$ cat src/rtl/mdio_mgmt_pkg.sv
package mdio_mgmt_pkg;
   localparam int DATA_LSB = 0;
   localparam int PHY_LSB  = 16;
   localparam int REGA_LSB = 21;
   localparam int DIR_BIT  = 26;
   localparam int RVLD_BIT = 27;
   localparam int BUSY_BIT = 28;
   localparam int ADDR_W   = 5;
   localparam int DATA_W   = 16;

   typedef struct packed {
      logic              rd;
      logic [ADDR_W-1:0] rega;
      logic [ADDR_W-1:0] phy;
      logic [DATA_W-1:0] data;
   } cmd_fields_t;
endpackage

$ cat src/rtl/mdio_clk_div.sv
module mdio_clk_div #(
   parameter int DIV_HALF = 4
) (
   input  logic clk,
   input  logic rst_n,
   input  logic en_i,
   output logic mdc_o,
   output logic rise_o,
   output logic fall_o
);
   localparam int CW = (DIV_HALF > 1) ? $clog2(DIV_HALF) : 1;

   generate
      if (DIV_HALF < 1) begin : g_bad_div
         $error("DIV_HALF must be at least 1");
      end
   endgenerate

   logic [CW-1:0] cnt_q;
   logic          wrap;

   assign wrap   = (cnt_q == CW'(DIV_HALF - 1));
   assign rise_o = en_i && wrap && !mdc_o;
   assign fall_o = en_i && wrap && mdc_o;

   always_ff @(posedge clk or negedge rst_n) begin
      if (!rst_n) begin
         cnt_q <= '0;
         mdc_o <= 1'b0;
      end else if (!en_i) begin
         cnt_q <= '0;
         mdc_o <= 1'b0;
      end else if (wrap) begin
         cnt_q <= '0;
         mdc_o <= ~mdc_o;
      end else begin
         cnt_q <= cnt_q + 1'b1;
      end
   end

   // clock parks low once the engine stops requesting it
   p_mdc_idle_low_r4: assert property (@(posedge clk) disable iff (!rst_n)
      !en_i |=> !mdc_o);
endmodule

$ cat src/rtl/mdio_frame_engine.sv
module mdio_frame_engine
   import mdio_mgmt_pkg::*;
#(
   parameter int PRE_LEN = 32
) (
   input  logic              clk,
   input  logic              rst_n,
   input  logic              start_i,
   input  cmd_fields_t       cmd_i,
   input  logic              rise_i,
   input  logic              fall_i,
   input  logic              mdio_i,
   output logic              busy_o,
   output logic              finish_o,
   output logic              mdio_o,
   output logic              mdio_oe_o,
   output logic [DATA_W-1:0] rdata_o
);
   localparam int FRAME_LEN = PRE_LEN + 32;
   localparam int IDX_W     = $clog2(FRAME_LEN);
   localparam int TA_IDX    = PRE_LEN + 14;
   localparam int DAT_IDX   = PRE_LEN + 16;

   generate
      if (PRE_LEN < 0 || PRE_LEN > 32) begin : g_bad_pre
         $error("PRE_LEN must lie in 0..32");
      end
   endgenerate

   logic [FRAME_LEN-1:0] shreg_q;
   logic [FRAME_LEN-1:0] frame;
   logic [31:0]          body;
   logic [IDX_W-1:0]     idx_q;
   logic                 rd_q;
   logic                 last_bit;

   assign body = {2'b01,
                  cmd_i.rd ? 2'b10 : 2'b01,
                  cmd_i.phy, cmd_i.rega,
                  cmd_i.rd ? 2'b11 : 2'b10,
                  cmd_i.rd ? {DATA_W{1'b1}} : cmd_i.data};

   generate
      if (PRE_LEN == 0) begin : g_no_pre
         assign frame = body;
      end else begin : g_pre
         assign frame = {{PRE_LEN{1'b1}}, body};
      end
   endgenerate

   assign last_bit  = (idx_q == IDX_W'(FRAME_LEN - 1));
   assign finish_o  = busy_o && fall_i && last_bit;
   assign mdio_o    = shreg_q[FRAME_LEN-1];
   assign mdio_oe_o = busy_o && !(rd_q && (idx_q >= IDX_W'(TA_IDX)));

   always_ff @(posedge clk or negedge rst_n) begin
      if (!rst_n) begin
         shreg_q <= '1;
         idx_q   <= '0;
         rd_q    <= 1'b0;
         busy_o  <= 1'b0;
         rdata_o <= '0;
      end else if (start_i) begin
         shreg_q <= frame;
         idx_q   <= '0;
         rd_q    <= cmd_i.rd;
         busy_o  <= 1'b1;
      end else if (busy_o) begin
         if (rise_i && rd_q && (idx_q >= IDX_W'(DAT_IDX)))
            rdata_o <= {rdata_o[DATA_W-2:0], mdio_i};
         if (fall_i) begin
            if (last_bit) begin
               busy_o <= 1'b0;
            end else begin
               idx_q   <= idx_q + 1'b1;
               shreg_q <= {shreg_q[FRAME_LEN-2:0], 1'b1};
            end
         end
      end
   end

   // data line moves only on a falling MDC edge or at frame load
   p_mdio_hold_r5: assert property (@(posedge clk) disable iff (!rst_n)
      (busy_o && !fall_i && !start_i) |=> $stable(mdio_o));
   // completion ends the busy period on the next clock
   p_finish_ends_r3: assert property (@(posedge clk) disable iff (!rst_n)
      finish_o |=> !busy_o);
   // the register front end never launches over a running frame
   p_start_idle_r8: assert property (@(posedge clk) disable iff (!rst_n)
      start_i |-> !busy_o);
endmodule

$ cat src/rtl/mdio_mgmt_port.sv
module mdio_mgmt_port
   import mdio_mgmt_pkg::*;
#(
   parameter int DIV_HALF = 4,
   parameter int PRE_LEN  = 32
) (
   input  logic        clk,
   input  logic        rst_n,
   input  logic        reg_wr,
   input  logic        reg_addr,
   input  logic [31:0] reg_wdata,
   output logic [31:0] reg_rdata,
   output logic        mdc,
   output logic        mdio_o,
   output logic        mdio_oe,
   input  logic        mdio_i
);
   cmd_fields_t       cmd_q;
   logic              rvld_q;
   logic [ADDR_W-1:0] own_q;
   logic              busy, finish, rise, fall, accept, cmd_wr;
   logic [DATA_W-1:0] rx_data;

   assign cmd_wr = reg_wr && !reg_addr;
   assign accept = cmd_wr && !busy;

   always_ff @(posedge clk or negedge rst_n) begin
      if (!rst_n) begin
         cmd_q  <= '0;
         rvld_q <= 1'b0;
         own_q  <= '0;
      end else begin
         if (accept) begin
            cmd_q.data <= reg_wdata[DATA_LSB +: DATA_W];
            cmd_q.phy  <= reg_wdata[PHY_LSB  +: ADDR_W];
            cmd_q.rega <= reg_wdata[REGA_LSB +: ADDR_W];
            cmd_q.rd   <= reg_wdata[DIR_BIT];
            rvld_q     <= 1'b0;
         end else if (finish && cmd_q.rd) begin
            cmd_q.data <= rx_data;
            rvld_q     <= 1'b1;
         end
         if (reg_wr && reg_addr)
            own_q <= reg_wdata[ADDR_W-1:0];
      end
   end

   always_comb begin
      reg_rdata = '0;
      if (reg_addr) begin
         reg_rdata[ADDR_W-1:0] = own_q;
      end else begin
         reg_rdata[DATA_LSB +: DATA_W] = cmd_q.data;
         reg_rdata[PHY_LSB  +: ADDR_W] = cmd_q.phy;
         reg_rdata[REGA_LSB +: ADDR_W] = cmd_q.rega;
         reg_rdata[DIR_BIT]            = cmd_q.rd;
         reg_rdata[RVLD_BIT]           = rvld_q;
         reg_rdata[BUSY_BIT]           = busy;
      end
   end

   mdio_clk_div #(.DIV_HALF(DIV_HALF)) u_div (
      .clk(clk), .rst_n(rst_n), .en_i(busy),
      .mdc_o(mdc), .rise_o(rise), .fall_o(fall));

   mdio_frame_engine #(.PRE_LEN(PRE_LEN)) u_eng (
      .clk(clk), .rst_n(rst_n), .start_i(accept),
      .cmd_i({reg_wdata[DIR_BIT], reg_wdata[REGA_LSB +: ADDR_W],
              reg_wdata[PHY_LSB +: ADDR_W], reg_wdata[DATA_LSB +: DATA_W]}),
      .rise_i(rise), .fall_i(fall), .mdio_i(mdio_i),
      .busy_o(busy), .finish_o(finish), .mdio_o(mdio_o),
      .mdio_oe_o(mdio_oe), .rdata_o(rx_data));

   // a command arriving during a frame leaves the stored fields alone
   p_ignore_busy_r8: assert property (@(posedge clk) disable iff (!rst_n)
      (cmd_wr && busy) |=> $stable({cmd_q.rd, cmd_q.rega, cmd_q.phy}));
   // an accepted command withdraws the previous read result
   p_rvalid_clear_r9: assert property (@(posedge clk) disable iff (!rst_n)
      accept |=> !rvld_q);
   // read-valid appears only at the end of a read frame
   p_rvalid_read_r7: assert property (@(posedge clk) disable iff (!rst_n)
      $rose(rvld_q) |-> (cmd_q.rd && !busy && $fell(busy)));
endmodule

$ cat config.mk
export PLATFORM = sky130hd
export DESIGN_NAME = mdio_mgmt_port
export DESIGN_NICKNAME = d
export VERILOG_FILES = /design/src/rtl/mdio_mgmt_pkg.sv /design/src/rtl/mdio_clk_div.sv /design/src/rtl/mdio_frame_engine.sv /design/src/rtl/mdio_mgmt_port.sv
export SDC_FILE = /design/constraint.sdc
export NUM_CORES = 1
export LEC_CHECK = 0
export ABC_CLOCK_PERIOD_IN_PS = 1600
export BUFFER_PORTS_ARGS = -buffer_cell sky130_fd_sc_hd__buf_2
export CAP_MARGIN = 10
export CORE_MARGIN = 1
export CORE_UTILIZATION = 30
export CTS_CLUSTER_DIAMETER = 40
export DETAILED_ROUTE_END_ITERATION = 7
export PLACE_DENSITY = 0.48
export SETUP_SLACK_MARGIN = 0.4
export SLEW_MARGIN = 15
export SYNTH_ARGS = -nofsm -noshare
export SYNTH_HDL_FRONTEND = slang
export SYNTH_SLANG_ARGS = --single-unit
export TNS_END_PERCENT = 10
$ cat constraint.sdc
create_clock -name clk -period 1.6 [get_ports clk]
set_clock_uncertainty 0.05 [all_clocks]
set_input_delay 0.32 -clock clk [delete_from_list [all_inputs] [get_ports clk]]
set_output_delay 0.32 -clock clk [all_outputs]
set_load 0.01 [all_outputs]
* Word-level counts from Yosys, hierarchy flattened *
Cells that the tools add are included.

word-level totals
  bits in registers = 123
  bits in latches = 0
  memory bits (writable) = 0
  bits in read-only memories = 0
  input port bits = 37
  output and inout bits = 35
  word-level logic and storage cells = 69
  memories = 0

operators by class
  add/subtract/negate cells = 2
  multipliers = 0
  divide/modulo/power cells = 0
  $lt $le $gt $ge = 2
  equality and inequality tests = 4
  shifts and indexed selects = 0
  muxes and demuxes = 25
  bitwise logic cells = 2
  reductions and logical operators = 22

operators with widths
  cell                                                            count
  64-bit two-way mux                                              4
  16-bit two-way mux                                              3
  24-bit two-way mux                                              1
  6-bit two-way mux                                               4
  1-bit logical AND                                               13
  6-bit >= comparator (second input constant)                     2
  1-bit two-way mux                                               9
  6-bit by 1-bit adder with 6-bit output (second input constant)  1
  6-bit equality test (second input constant)                     1
  2-bit two-way mux                                               3
  3-bit AND reduction                                             2
  2-bit nonzero test                                              3
  5-bit two-way mux                                               1
  1-bit zero test                                                 4
  2-bit inequality test (second input constant)                   2
  2-bit by 1-bit adder with 2-bit output (second input constant)  1
  2-bit equality test (second input constant)                     1
  1-bit inverter                                                  2

* Logic depth before layout (Yosys ltp) *
  word-level depth = 8
  depth in mapped cells = 8
  depth with buffers taken out = 5

* Modules after synthesis *
Synthesis repeated with hierarchy kept, for this count alone.

unflattened totals
  cell total of the unflattened synthesis = 581
  area, all modules = 6398.6 um^2

by module, submodules not included
  module             times used  cells an instance  area an instance (um^2)  sequential area each (um^2)
  mdio_frame_engine  1           400                4383.0                   2282.2
  mdio_mgmt_port     1           170                1884.3                   825.8
  mdio_clk_div       1           11                 131.4                    75.1

* Least setup slack after synthesis *
No wires, ideal clock.

  kind = reg-to-reg
  start point = register u_div.cnt_q[0]
  end point = register u_eng.rdata_o[10]
  library setup time = 0.125 ns
  arrival = 1.418 ns
  required time = 1.425 ns
  setup slack = 0.007 ns
  cell stages (with the launch flop) = 6
  cell sequence = dfrtp_1 -> ha_1 -> nand4b_1 -> nor2_2 -> buf_6 -> mux2_2

between the ends
  word-level cells in the longest chain between the ends = 6

ends and longest elaborated chain
  element                         line                     source
  start: declaration              mdio_clk_div.sv:19       logic [CW-1:0] cnt_q;
  start signal: assignment        mdio_clk_div.sv:37       cnt_q <= cnt_q + 1'b1;
  2-bit equality test             mdio_clk_div.sv:22       assign wrap = (cnt_q == CW'(DIV_HALF - 1));
  1-bit logical AND (2 in a row)  mdio_clk_div.sv:23       assign rise_o = en_i && wrap && !mdc_o;
  1-bit logical AND (2 in a row)  mdio_frame_engine.sv:69  if (rise_i && rd_q && (idx_q >= IDX_W'(DAT_IDX)))
  3-bit AND reduction (no line)   -
  end signal: assignment          mdio_frame_engine.sv:70  rdata_o <= {rdata_o[DATA_W-2:0], mdio_i};
  end: declaration                mdio_frame_engine.sv:17  output logic [DATA_W-1:0] rdata_o

Every way passes these cells.
A chain may end at the register's enable or synchronous reset.

* Worst setup path in the final report *
  start point = register u_eng.idx_q[2]
  end point = output port mdio_oe

between the ends
  word-level cells in the longest chain between the ends = 4

ends and longest elaborated chain
  element                   line                     source
  start: declaration        mdio_frame_engine.sv:33  logic [IDX_W-1:0] idx_q;
  start signal: assignment  mdio_frame_engine.sv:75  idx_q <= idx_q + 1'b1;
  6-bit >= comparator       mdio_frame_engine.sv:54  assign mdio_oe_o = busy_o && !(rd_q && (idx_q >= IDX_W'(TA_IDX)));
  1-bit logical AND         mdio_frame_engine.sv:54
  1-bit zero test           mdio_frame_engine.sv:54
  1-bit logical AND         mdio_frame_engine.sv:54
  end: declaration          mdio_mgmt_port.sv:15     output logic mdio_oe,

Every way passes these cells.

==> summary.md <==
| Metric | Value |
|---|---|
| Design area | 8210 sq um |
| Vias in the first global route | 4499 |
| Estimated wirelength of the detail-placed design | 8560 microns |
| Portion of total power attributed to combinational logic | 0.308 |
| Routed Wire Length | roughly 15000 microns |
| Worst-skew pair later-pin latency | 0.41 ns |
| Synthesized netlist cell count | 568 |
| Mean Syn Cell Area | 9.93 sq um |
| Timing-limited maximum frequency | 588 MHz |
| Top cells by instance count after synthesis | sky130_fd_sc_hd__nand2_1 (138), sky130_fd_sc_hd__a21oi_1 (72), sky130_fd_sc_hd__dfstp_2 (64), sky130_fd_sc_hd__dfrtp_1 (59), sky130_fd_sc_hd__nand3_1 (58) |
| Type of the worst setup path | flip-flop to primary output |
| Global-route congestion overflow total | 0 |
| Initial antenna violation count | 0 |
| Final min period | between 1.5 and 2 ns |
| Initial core utilization | 0.310 |
| Clock root cell | sky130_fd_sc_hd__clkbuf_16 |
| Antenna viol nets, final | 0 |
| Global router's overall resource usage | 0.150 |
| Instance area after placement | 6430 sq um |
| Ports placed on the boundary | 72 |
| Startpoint class of the critical path | flip-flop |
| Largest net degree at the start of global routing | 34 |
| Clk slew on worst S/H paths | 0.06 ns |
| #FFs+latches synth | between 100 and 150 |
| M1 WL | 6940 microns |
| Number of warnings issued by yosys | 0 |
| Worst-path maximum fanout | 2 |
| Flip-flop cell with the highest count after synthesis | sky130_fd_sc_hd__dfstp_2 |
| Antenna Cells | 0 |
| Leading cell types by total area after synthesis | sky130_fd_sc_hd__dfstp_2 (30%), sky130_fd_sc_hd__dfrtp_1 (26%), sky130_fd_sc_hd__nand2_1 (9.2%), sky130_fd_sc_hd__a21oi_1 (6.4%), sky130_fd_sc_hd__mux2_2 (5.2%) |
| Failing checks | negative setup slack |
| Unrepaired setup endpoints after global routing | yes |
| H-tree depth reported by CTS | 4 |
| Net switching power of the design | 4.12 mW |
| Number of DRC markers in iteration 0 | 192 |
| Portion of total power attributed to the clock network | 0.290 |
| Distinct cell type count after synthesis | 37 |
| Signed area change from the synthesized netlist to the final layout | 45.6% |
| Routability congestion estimate | 0.775 |
| Relative contribution of sequential cells to total power | 0.402 |
| Status | complete, but fails checks |
| Ratio of cells with drive above 1 in the final layout | 0.497 |
| Detailed-route DRC error count | 0 |
| Switching power as a share of total power | 0.303 |
| Inserted Clock Buffers | 17 |
| Number of failing hold endpoints at the final stage | 0 |
| Floorplan die width | 139 microns |
| Routed via count divided by cell count | 4.87 |
| Core box area | roughly 18000 sq um |
| Total number of vias | 4474 |
| Final #Nets | 716 |
| Number of synthesized flops with an enable pin | 0 |
| I/O Buffers | 63 |
| Worst endpoint data arrival time | 1.33 ns |
| Setup slack on the worst flop-to-flop path | -0.04 ns |
| Reported max-cap violation count | 0 |
| Highest metal layer with signal wires | met4 |
| Fraction of the core area covered by cells at the end of the flow | 0.451 |
| Crit. End Element | primary output |
| Die Y | ~140 microns |
| Max clock buf depth | 2 |
| Asr flop ratio synth | 1.00 |
| Tightest Hold Check Type | input port to flip-flop |
| Total met2 wirelength after detailed routing | 7380 microns |
| Leakage | around 3.9 nW |
| Final setup TNS | -0.566 ns |
| Standard-cell row count | 49 |
| Sequential share of the synthesized area | 0.560 |
| Library cell with the highest instance count after synthesis | sky130_fd_sc_hd__nand2_1 |
| Final cycle utilization of the critical path | 1.06 |
| Setup ws final | -0.0997 ns |
| CTS tree | done |
| Area of the die | 19400 sq um |
| Power per standard cell area | roughly 1700 nW/um^2 |
| Final slew viol count | 0 |
| Fraction of post-synthesis cell area in the top cell type by area | 0.298 |
| Detail-routed net length per standard cell | 16.3 microns |
| WL met3 | approximately 370 microns |
| Required time reported for the critical path endpoint | 1.23 ns |
| Clock sink count | 123 |
| Length of the first detailed-routing pass in iterations | 4 |
| Post-synthesis instance area | 5640 sq um |
| Top cell type by total area after synthesis | sky130_fd_sc_hd__dfstp_2 |
| Global-route wire length before repair | 22800 microns |
| Largest voltage drop on the vdd net | a little over 900 uV |
| Internal Pwr Total | ~9.5 mW |
| Final setup violation count | 31 |
-- timing repair --
action / CTS / global route
gates cloned: 6 / 9
setup endpoints to repair: 147 / 148
buffers inserted: 9 / 9
hold endpoints to repair: 10 / 0
resized for setup: 26 / 125
hold buffers: 1 / 0
pin swaps: 6 / 55
-- critical path, stage by stage (launching register included) --
cell and delay (ns):
sky130_fd_sc_hd__dfrtp_1 0.39, sky130_fd_sc_hd__and2_4 0.17, sky130_fd_sc_hd__a21oi_2 0.12, sky130_fd_sc_hd__o21a_1 0.12
sky130_fd_sc_hd__buf_2 0.12
-- area by class of cell --
cell class                 instances  area [sq um]
clock buffer                      23           468
clock inverter                     9           139
fill                            1693          9990
inverter                           2          7.51
multi-input combinational        404          2740
sequential                       123          3160
tap                              229           287
timing repair buffer             129          1410
-- metal layers --
| metal | vias up | global-route usage |
|---|---|---|
| met4 | 0 | 0.0520 |
| met1 | 2254 | 0.192 |
| met5 | - | 0 |
| li1 | 2130 | - |
| met3 | 21 | 0.0331 |
| met2 | 69 | 0.249 |
-- worst paths after layout --
check | from | endpoint | cells past startpoint
max | u_eng.idx_q[2] | mdio_oe | 4
min | reg_wdata[23] | u_eng.shreg_q[20] | 3
max reg2reg | u_eng.idx_q[1] | u_eng.shreg_q[9] | 8
min reg2reg | u_div.cnt_q[0] | u_div.cnt_q[0] | 1
max in group asynchronous | rst_n | u_eng.shreg_q[44] | 3
min in group asynchronous | rst_n | cmd_q[18] | 2
-- placed cells by master (no fill, tap or decap), types with 18 or more instances in the layout --
cell type	count
sky130_fd_sc_hd__nor2b_1	18
sky130_fd_sc_hd__a21oi_2	21
sky130_fd_sc_hd__mux2i_1	19
sky130_fd_sc_hd__nand2_2	22
sky130_fd_sc_hd__and2_1	18
sky130_fd_sc_hd__buf_2	50
sky130_fd_sc_hd__nand2_1	106
sky130_fd_sc_hd__dfstp_2	64
sky130_fd_sc_hd__buf_6	21
sky130_fd_sc_hd__clkbuf_16	25
sky130_fd_sc_hd__dfrtp_1	56
sky130_fd_sc_hd__a21oi_1	49
sky130_fd_sc_hd__nand3_1	42
sky130_fd_sc_hd__buf_4	26
-- power by group through the flow --
stage          Sequential (mW)  Combinational, mW  Clock (mW)
3_5_place_dp              5.30               2.72           0
4_1_cts                   5.27               3.16        4.02
5_1_grt                   5.60               4.59        4.16
6_report                  5.47               4.18        3.94
3_3_place_gp              5.25               2.61           0
2_1_floorplan             5.15               1.91           0
-- through the flow --
step	power, mW	setup WS, ns	instances	hold slack (ns)
after CTS	12.5	-0.146	901	0.0663
after detailed placement	8.02	0.00667	853	0.228
final	13.6	-0.0997	919	0.0724
after global routing	14.3	-0.169	919	0.0659
after global placement	7.85	0.0448	853	0.225
after floorplan	7.06	0.0706	570	-0.0256
-- state kept, by name, summed over array words and instances (netlist names) --
signal / cells
cmd_q: 26
rvld_q: 1
u_eng.rd_q: 1
u_eng.shreg_q: 64
u_div.cnt_q: 2
u_eng.rdata_o: 16
u_eng.idx_q: 6
own_q: 5
u_eng.busy_o: 1
u_div.mdc_o: 1
-- logic make-up (layout without fill, tap and decap cells) --
logic type      count (synthesis)  count (layout)  synth area share
fa+ha+maj                       2               2           0.00444
compound gates                 78              79            0.0748
simple gates                  273             273             0.226
buf+inv                        44             163            0.0450
other cells                     1               3          0.000665
mux                            45              45            0.0856
flops                         123             123             0.560
xor+xnor                        2               2           0.00311
No activity file was read; power rests on OpenSTA's default activity.
